--- src/rtl/dacif_pkg.sv ---
package dacif_pkg;

  localparam int FRAME_W   = 24;
  localparam int ADDR_W    = 8;
  localparam int PAY_W     = FRAME_W - ADDR_W;
  localparam int CODE_W    = 12;
  localparam int CODE_LSB  = PAY_W - CODE_W;
  localparam int RANGE_W   = 3;
  localparam int OE_BIT    = 12;
  localparam int DAISY_BIT = 3;

  localparam logic [ADDR_W-1:0] T_NOP   = 8'h00;
  localparam logic [ADDR_W-1:0] T_CODE  = 8'h01;
  localparam logic [ADDR_W-1:0] T_RDSEL = 8'h02;
  localparam logic [ADDR_W-1:0] T_CTRL  = 8'h55;
  localparam logic [ADDR_W-1:0] T_RESET = 8'h56;

  localparam logic [CODE_W-1:0] CODE_MID = CODE_W'(1) << (CODE_W - 1);

  typedef enum logic [1:0] {
    RD_CODE = 2'd0,
    RD_CTRL = 2'd1,
    RD_STAT = 2'd2,
    RD_NONE = 2'd3
  } rd_sel_e;

  typedef struct packed {
    logic               out_en;
    logic               daisy;
    logic [RANGE_W-1:0] range;
  } ctrl_t;

  function automatic logic is_current(input logic [RANGE_W-1:0] r);
    return r[RANGE_W-1];
  endfunction

  function automatic ctrl_t ctrl_unpack(input logic [PAY_W-1:0] p);
    ctrl_t c;
    c.out_en = p[OE_BIT];
    c.daisy  = p[DAISY_BIT];
    c.range  = p[RANGE_W-1:0];
    return c;
  endfunction

  function automatic logic [PAY_W-1:0] ctrl_pack(input ctrl_t c);
    logic [PAY_W-1:0] p;
    p = '0;
    p[OE_BIT]        = c.out_en;
    p[DAISY_BIT]     = c.daisy;
    p[RANGE_W-1:0]   = c.range;
    return p;
  endfunction

endpackage

--- src/rtl/dacif_sync.sv ---
module dacif_sync #(
  parameter int W      = 4,
  parameter int STAGES = 2
) (
  input  logic         clk,
  input  logic         rst_n,
  input  logic [W-1:0] d_in,
  output logic [W-1:0] d_out
);

  logic [STAGES-1:0][W-1:0] st;

  generate
    if (STAGES > 1) begin : g_chain
      always_ff @(posedge clk or negedge rst_n) begin
        if (!rst_n) st <= '0;
        else        st <= {st[STAGES-2:0], d_in};
      end
    end else begin : g_single
      always_ff @(posedge clk or negedge rst_n) begin
        if (!rst_n) st <= '0;
        else        st <= d_in;
      end
    end
  endgenerate

  assign d_out = st[STAGES-1];

endmodule

--- src/rtl/dacif_shift.sv ---
module dacif_shift
  import dacif_pkg::*;
(
  input  logic               clk,
  input  logic               rst_n,
  input  logic               sck_rise,
  input  logic               sck_fall,
  input  logic               sdi,
  input  logic               ld,
  input  logic               rd_load,
  input  logic [PAY_W-1:0]   rd_word,
  input  logic               pass_load,
  output logic [FRAME_W-1:0] frame,
  output logic               sdo_d,
  output logic               sdo_oe
);

  logic [FRAME_W-1:0] in_q;
  logic [FRAME_W-1:0] out_q;
  logic               oe_q;

  always_ff @(posedge clk or negedge rst_n) begin
    if (!rst_n)        in_q <= '0;
    else if (sck_rise) in_q <= {in_q[FRAME_W-2:0], sdi};
  end

  always_ff @(posedge clk or negedge rst_n) begin
    if (!rst_n) begin
      out_q <= '0;
      oe_q  <= 1'b0;
    end else if (ld) begin
      if (rd_load) begin
        out_q <= {{ADDR_W{1'b0}}, rd_word};
        oe_q  <= 1'b1;
      end else if (pass_load) begin
        out_q <= in_q;
        oe_q  <= 1'b1;
      end else begin
        out_q <= '0;
        oe_q  <= 1'b0;
      end
    end else if (sck_fall && oe_q) begin
      out_q <= {out_q[FRAME_W-2:0], 1'b0};
    end
  end

  assign frame  = in_q;
  assign sdo_d  = oe_q & out_q[FRAME_W-1];
  assign sdo_oe = oe_q;

  p_sdo_float_r9: assert property (@(posedge clk) disable iff (!rst_n)
    (ld && !rd_load && !pass_load) |=> !sdo_oe);

  p_rd_prefix_r7: assert property (@(posedge clk) disable iff (!rst_n)
    (ld && rd_load) |=> (sdo_oe && out_q[FRAME_W-1 -: ADDR_W] == '0));

  p_pass_copy_r8: assert property (@(posedge clk) disable iff (!rst_n)
    (ld && !rd_load && pass_load) |=> (out_q == $past(in_q)));

  p_in_sample_r3: assert property (@(posedge clk) disable iff (!rst_n)
    sck_rise |=> (in_q[0] == $past(sdi)));

endmodule

--- src/rtl/dacif_regs.sv ---
module dacif_regs
  import dacif_pkg::*;
#(
  parameter int BUSY_CYCLES = 500
) (
  input  logic               clk,
  input  logic               rst_n,
  input  logic               commit,
  input  logic [FRAME_W-1:0] frame,
  input  logic               clr,
  input  logic               clr_mid,
  input  logic               flt_open,
  input  logic               flt_temp,
  output logic [CODE_W-1:0]  code,
  output ctrl_t              ctrl,
  output logic               busy,
  output logic               rd_load,
  output logic [PAY_W-1:0]   rd_word,
  output logic               pass_load,
  output logic               fault_n
);

  localparam int CNT_W = $clog2(BUSY_CYCLES + 1);

  logic [ADDR_W-1:0] tgt;
  logic [PAY_W-1:0]  pay;
  logic              accept;
  logic              wr_code, wr_ctrl, wr_rst;
  logic [CNT_W-1:0]  cnt_q;
  logic [CODE_W-1:0] code_q;
  logic [CODE_W-1:0] clr_val;
  ctrl_t             ctrl_q;
  logic              fault_n_q;

  assign tgt     = frame[FRAME_W-1 -: ADDR_W];
  assign pay     = frame[PAY_W-1:0];
  assign busy    = (cnt_q != '0);
  assign accept  = commit & ~busy;
  assign wr_code = accept && (tgt == T_CODE);
  assign wr_ctrl = accept && (tgt == T_CTRL);
  assign wr_rst  = accept && (tgt == T_RESET);
  assign rd_load = accept && (tgt == T_RDSEL);

  assign clr_val = (is_current(ctrl_q.range) || !clr_mid) ? '0 : CODE_MID;

  always_comb begin
    unique case (rd_sel_e'(pay[1:0]))
      RD_CODE: rd_word = {code_q, {CODE_LSB{1'b0}}};
      RD_CTRL: rd_word = ctrl_pack(ctrl_q);
      RD_STAT: rd_word = {{(PAY_W-2){1'b0}}, flt_temp, flt_open};
      default: rd_word = '0;
    endcase
  end

  always_ff @(posedge clk or negedge rst_n) begin
    if (!rst_n)       cnt_q <= '0;
    else if (wr_ctrl) cnt_q <= CNT_W'(BUSY_CYCLES);
    else if (busy)    cnt_q <= cnt_q - CNT_W'(1);
  end

  always_ff @(posedge clk or negedge rst_n) begin
    if (!rst_n)       ctrl_q <= '0;
    else if (wr_rst)  ctrl_q <= '0;
    else if (wr_ctrl) ctrl_q <= ctrl_unpack(pay);
  end

  always_ff @(posedge clk or negedge rst_n) begin
    if (!rst_n)       code_q <= '0;
    else if (clr)     code_q <= clr_val;
    else if (wr_rst)  code_q <= '0;
    else if (wr_code) code_q <= pay[PAY_W-1 -: CODE_W];
  end

  always_ff @(posedge clk or negedge rst_n) begin
    if (!rst_n) fault_n_q <= 1'b1;
    else        fault_n_q <= ~((is_current(ctrl_q.range) & flt_open) | flt_temp);
  end

  assign code      = code_q;
  assign ctrl      = ctrl_q;
  assign pass_load = ctrl_q.daisy;
  assign fault_n   = fault_n_q;

  p_busy_drop_r6: assert property (@(posedge clk) disable iff (!rst_n)
    (busy && commit && !clr) |=> ($stable(code_q) && $stable(ctrl_q)));

  p_busy_start_r6: assert property (@(posedge clk) disable iff (!rst_n)
    wr_ctrl |=> busy);

  p_code_idle_r2: assert property (@(posedge clk) disable iff (!rst_n)
    (!commit && !clr) |=> $stable(code_q));

  p_clear_force_r10: assert property (@(posedge clk) disable iff (!rst_n)
    clr |=> (code_q == ((is_current($past(ctrl_q.range)) || !$past(clr_mid))
                        ? '0 : CODE_MID)));

  p_temp_fault_r11: assert property (@(posedge clk) disable iff (!rst_n)
    flt_temp |=> !fault_n);

  p_reset_cmd_r12: assert property (@(posedge clk) disable iff (!rst_n)
    (wr_rst && !clr) |=> (code_q == '0 && ctrl_q == '0));

endmodule

--- src/rtl/dac_serial_regif.sv ---
module dac_serial_regif
  import dacif_pkg::*;
#(
  parameter int BUSY_CYCLES = 500,
  parameter int SYNC_STAGES = 2
) (
  input  logic               clk,
  input  logic               rst_n,
  input  logic               sclk,
  input  logic               sdin,
  input  logic               latch,
  input  logic               clear,
  input  logic               clear_sel,
  input  logic               flt_open,
  input  logic               flt_temp,
  output logic               sdo,
  output logic               sdo_oe,
  output logic [CODE_W-1:0]  dac_code,
  output logic [RANGE_W-1:0] range_sel,
  output logic               out_en,
  output logic               daisy_en,
  output logic               busy,
  output logic               fault_n
);

  localparam int N_SYNC = 7;
  localparam int I_SCK  = 0;
  localparam int I_SDI  = 1;
  localparam int I_LAT  = 2;
  localparam int I_CLR  = 3;
  localparam int I_CSEL = 4;
  localparam int I_OPEN = 5;
  localparam int I_TEMP = 6;

  logic [N_SYNC-1:0]  raw;
  logic [N_SYNC-1:0]  lvl;
  logic               sck_q, lat_q;
  logic               sck_rise, sck_fall, lat_rise;
  logic [FRAME_W-1:0] frame;
  logic               rd_load, pass_load;
  logic [PAY_W-1:0]   rd_word;
  ctrl_t              ctrl;

  assign raw = {flt_temp, flt_open, clear_sel, clear, latch, sdin, sclk};

  dacif_sync #(
    .W      (N_SYNC),
    .STAGES (SYNC_STAGES)
  ) u_sync (
    .clk   (clk),
    .rst_n (rst_n),
    .d_in  (raw),
    .d_out (lvl)
  );

  always_ff @(posedge clk or negedge rst_n) begin
    if (!rst_n) begin
      sck_q <= 1'b0;
      lat_q <= 1'b0;
    end else begin
      sck_q <= lvl[I_SCK];
      lat_q <= lvl[I_LAT];
    end
  end

  assign sck_rise = lvl[I_SCK] & ~sck_q;
  assign sck_fall = ~lvl[I_SCK] & sck_q;
  assign lat_rise = lvl[I_LAT] & ~lat_q;

  dacif_shift u_shift (
    .clk       (clk),
    .rst_n     (rst_n),
    .sck_rise  (sck_rise),
    .sck_fall  (sck_fall),
    .sdi       (lvl[I_SDI]),
    .ld        (lat_rise),
    .rd_load   (rd_load),
    .rd_word   (rd_word),
    .pass_load (pass_load),
    .frame     (frame),
    .sdo_d     (sdo),
    .sdo_oe    (sdo_oe)
  );

  dacif_regs #(
    .BUSY_CYCLES (BUSY_CYCLES)
  ) u_regs (
    .clk       (clk),
    .rst_n     (rst_n),
    .commit    (lat_rise),
    .frame     (frame),
    .clr       (lvl[I_CLR]),
    .clr_mid   (lvl[I_CSEL]),
    .flt_open  (lvl[I_OPEN]),
    .flt_temp  (lvl[I_TEMP]),
    .code      (dac_code),
    .ctrl      (ctrl),
    .busy      (busy),
    .rd_load   (rd_load),
    .rd_word   (rd_word),
    .pass_load (pass_load),
    .fault_n   (fault_n)
  );

  assign range_sel = ctrl.range;
  assign out_en    = ctrl.out_en;
  assign daisy_en  = ctrl.daisy;

  p_sdo_quiet_r9: assert property (@(posedge clk) disable iff (!rst_n)
    !sdo_oe |-> !sdo);

endmodule

--- config.mk ---
export PLATFORM = sky130hd
export DESIGN_NAME = dac_serial_regif
export DESIGN_NICKNAME = d
export VERILOG_FILES = /design/src/rtl/dacif_pkg.sv /design/src/rtl/dacif_sync.sv /design/src/rtl/dacif_shift.sv /design/src/rtl/dacif_regs.sv /design/src/rtl/dac_serial_regif.sv
export SDC_FILE = /design/constraint.sdc
export NUM_CORES = 1
export LEC_CHECK = 0
export BUFFER_PORTS_ARGS = -buffer_cell sky130_fd_sc_hd__buf_4
export CAP_MARGIN = 40
export CORE_MARGIN = 2
export CORE_UTILIZATION = 30
export DETAILED_ROUTE_END_ITERATION = 6
export SLEW_MARGIN = 20
export SYNTH_ARGS = -nofsm -noshare
export SYNTH_HDL_FRONTEND = slang
export SYNTH_SLANG_ARGS = --single-unit
--- constraint.sdc ---
create_clock -name clk -period 4.51 [get_ports clk]
set_input_delay 0.902 -clock clk [delete_from_list [all_inputs] [get_ports clk]]
set_output_delay 0.902 -clock clk [all_outputs]
set_load 0.02 [all_outputs]
==> impl_metrics.ini <==
[clocking]
clockRootBuffer = sky130_fd_sc_hd__clkbuf_16
cts_tree = done
cts_resized = 0
clock_latency_ns = 0.35
post-cts-setup-buffers = 0
cts_buffer_depth = 2
postCtsHoldBufs = 0
cts_sinks = 92
cts.clk_slew.worst_paths_ns = 0.06
cts_made_buffers = 9
htreeDepth = 3

[synth]
mappedNetlistNets = 413
yosysSeqAreaShare_pct = 54.5
synth_cells = 403
ys_seq_elements = 92
synthesis.area_per_instance_sq_um = 10.5
synthArstFlopShare_pct = 100
netlist_area_sq_um = 4230
synth_enable_flop_cells = 0
post_synth_num_cell_types = 45
most_used_dff_post_synth = sky130_fd_sc_hd__dfrtp_1
ys.warnings.count = 0

[layout]
area.growth.synth_to_final_pct = 17.0
fillers = 1384
ratio_of_cells_with_drive_above_1_in_the_final_layout_pct = 21.7
final_cells = 609
finalNetCount = 434
seq_area_sq_um = 2300
multi_input_comb_area_sq_um = 1770
num_antenna_cells = 0

[job]
cap_viol_max_count = 0

[worst_setup_path]
worst_setup_path_start_kind = register
category_of_the_critical_setup_timing_path = reg2out
worstPathArrival_ns = 2.06
rr_startpoint = u_regs.cnt_q[1]$_DFFE_PN0P_
worstSetupEndpointType = primary output
r2r-end = u_regs.code[0]$_DFFE_PN0P_
reg2regPathDepth = 8
cp_max_fo = 5
worst-r2r-setup-slack_ns = 2.06
required_time_of_the_critical_path_ns = 3.61

[timing]
finalWorstPathRequiredPeriod_ns = 2.96
finClkSkew_ns = 0.0102
tightest_slew_ns = 0.851
timing.slew.headroom_pct = 43.3
tns_ns = 0
slew_viol_final = 0
timing.final.crit_share_pct = 65.7
rsz0062_at_grt = false
final-setup-viol-count = 0
final-hold-violation-count = 0
max_freq_ghz = 0.337

[worst_hold_path]
hold_crit_endpoint = u_sync.d_out[3]$_DFF_PN0_
hold_path_class = reg2reg
hold_sp = u_sync.st[3]$_DFF_PN0_
whs_path_depth = 0

[die]
dieArea_sq_um = 15100
ioPinCount = 30
die_width_microns = 123
rows = 43
initial_utilization_pct = 30.6
core_area_sq_um = 13800
die_height_microns = 123

[route]
drt_wl_total_microns = 10300
drt_first_iter_violations = 203
post_drt_wl_per_cell_microns = 16.8
topRoutingLayerUsed = met4
vias_per_cell = 5.33
route.met3.wl_microns = 569
detailroute.via_count = 3243
wl_met2_microns = 4800
detail_route.drc_violations = 0
ant_nets = 0
dr.pass1.iters = 5
detail_route.wirelength.met1_microns = 4750

[place]
hpwl_microns = 6530
gpl.final_weighted_congestion = 0.813
placedCellCount = 592
port_buffers = 29

[global_route]
grtUsageTotal_pct = 14.6
first_global_vias = 3157
first_pass_grt_wire_length_microns = 17000
grt_antenna_before_repair = 0
grt_max_degree = 52
grt-ovfl-total = 0

[power]
power.static_leakage_nw = 2.14
pwr_density_cell_nw_per_um2 = 406
irDropWorstVdd_uv = 202

[run_status]
run_status = complete, no violations
-- layer usage --
layer	global-route usage, %	up-vias
li1	-	1511
met1	20.3	1617
met2	22.5	100
met3	3.16	15
met4	4.74	0
met5	0	-
-- critical path, stage by stage, from the launching register on --
cell                      delay (ns)
sky130_fd_sc_hd__dfrtp_1        0.43
sky130_fd_sc_hd__or4_4          0.53
sky130_fd_sc_hd__nor3_1         0.41
sky130_fd_sc_hd__inv_1          0.16
sky130_fd_sc_hd__buf_4          0.19
-- area by class of cell --
type	count	share of cell area (%)
multi-input combinational	274	35.7
clock buffer	12	4.98
inverter	7	0.531
timing repair buffer	40	6.68
sequential	92	46.6
tap	180	4.55
clock inverter	4	0.987
-- worst max path at each step --
stage | startpoint | endpoint | slack, ns
after detailed placement | u_regs.cnt_q[8]$_DFFE_PN0P_ | busy | 1.93
after CTS | u_regs.cnt_q[8]$_DFFE_PN0P_ | busy | 1.54
after global routing | u_regs.cnt_q[8]$_DFFE_PN0P_ | busy | 1.36
after global placement | u_regs.cnt_q[8]$_DFFE_PN0P_ | busy | 1.96
after floorplan | u_regs.cnt_q[8]$_DFFE_PN0P_ | busy | 2.12
final | u_regs.cnt_q[5]$_DFFE_PN0P_ | busy | 1.55
-- cells in the mapped netlist, drive strengths merged, types with 2 or more instances --
| cell type | number | area share [%] |
|---|---|---|
| o31a | 13 | 2.7 |
| a31oi | 13 | 1.9 |
| nand2b | 3 | 0.44 |
| nand4 | 2 | 0.30 |
| nor2b | 2 | 0.30 |
| nand3 | 41 | 4.9 |
| or4 | 3 | 0.71 |
| o31ai | 2 | 0.36 |
| a21oi | 34 | 4.0 |
| nor4 | 4 | 1.3 |
| nor2 | 20 | 1.8 |
| or2 | 4 | 0.59 |
| mux2i | 8 | 1.9 |
| inv | 7 | 0.62 |
| nand3b | 3 | 0.53 |
| o21ai | 39 | 4.6 |
| dfrtp | 91 | 54 |
| o211ai | 11 | 2.1 |
| buf | 12 | 1.6 |
| or3 | 4 | 0.59 |
| nand2 | 24 | 2.1 |
| clkbuf | 18 | 1.6 |
| and3b | 2 | 0.41 |
| mux2 | 27 | 7.2 |
| nor3 | 3 | 0.36 |
-- report_power, final --
group	leakage (nW)	switching [mW]	internal (mW)
Combinational	0.817	0.114	0.107
Clock	0.147	0.309	0.444
Sequential	1.18	0.110	0.924
Total	2.14	0.533	1.47
-- sequential cells by signal, summed over array words and instances (netlist names), 4 cells and up --
| signal | count |
|---|---|
| u_sync.st | 7 |
| u_sync.d_out | 7 |
| u_regs.cnt_q | 9 |
| u_regs.ctrl | 4 |
| u_shift.out_q | 24 |
| u_regs.code | 12 |
| u_shift.frame | 24 |
-- cell families (layout without fill, tap and decap cells) --
family	count (synthesis)	in the layout	share of synthesized area, %
adder cells (fa/ha/maj)	1	1	0.296
flip-flops	92	92	54.5
AND/OR/NAND/NOR	121	121	15.6
buffers and inverters	37	63	3.82
AO/OA/AOI/OAI	116	116	16.5
multiplexers	35	35	9.09
XOR/XNOR	1	1	0.207
-- cell usage in the layout, fill, tap and decap left out, types with 2 or more instances in the layout --
cell type / count
sky130_fd_sc_hd__o31ai_1: 2
sky130_fd_sc_hd__nand3_1: 41
sky130_fd_sc_hd__a21oi_1: 34
sky130_fd_sc_hd__dfrtp_1: 91
sky130_fd_sc_hd__nand4_1: 2
sky130_fd_sc_hd__nand3b_1: 3
sky130_fd_sc_hd__o211ai_1: 10
sky130_fd_sc_hd__clkinv_2: 2
sky130_fd_sc_hd__or4_4: 2
sky130_fd_sc_hd__inv_1: 7
sky130_fd_sc_hd__o21ai_1: 17
sky130_fd_sc_hd__or3_1: 4
sky130_fd_sc_hd__mux2_2: 25
sky130_fd_sc_hd__or2_2: 4
sky130_fd_sc_hd__mux2_1: 2
sky130_fd_sc_hd__clkbuf_16: 9
sky130_fd_sc_hd__nor3_1: 3
sky130_fd_sc_hd__and3b_1: 2
sky130_fd_sc_hd__o21ai_0: 22
sky130_fd_sc_hd__clkbuf_1: 2
sky130_fd_sc_hd__buf_4: 37
sky130_fd_sc_hd__nand2_1: 24
sky130_fd_sc_hd__nor2_1: 20
sky130_fd_sc_hd__nand2b_1: 3
sky130_fd_sc_hd__o31a_1: 13
sky130_fd_sc_hd__mux2i_1: 8
sky130_fd_sc_hd__nor4_1: 2
sky130_fd_sc_hd__clkbuf_8: 2
sky130_fd_sc_hd__nor4_4: 2
sky130_fd_sc_hd__a31oi_1: 13
-- stage by stage --
stage	hold WS, ns	instance area [sq um]	worst slack, ns	total power [mW]	util (%)
2_1_floorplan	0.331	4230	2.12	1.17	-
5_1_grt	0.356	4950	1.36	2.11	35.8
3_5_place_dp	0.336	4640	1.93	1.27	33.5
4_1_cts	0.351	4930	1.54	2.03	35.7
3_3_place_gp	0.332	4590	1.96	1.26	33.2
6_report	0.350	4950	1.55	2.01	35.8
Note: power is estimated with default switching activity, not from simulation.
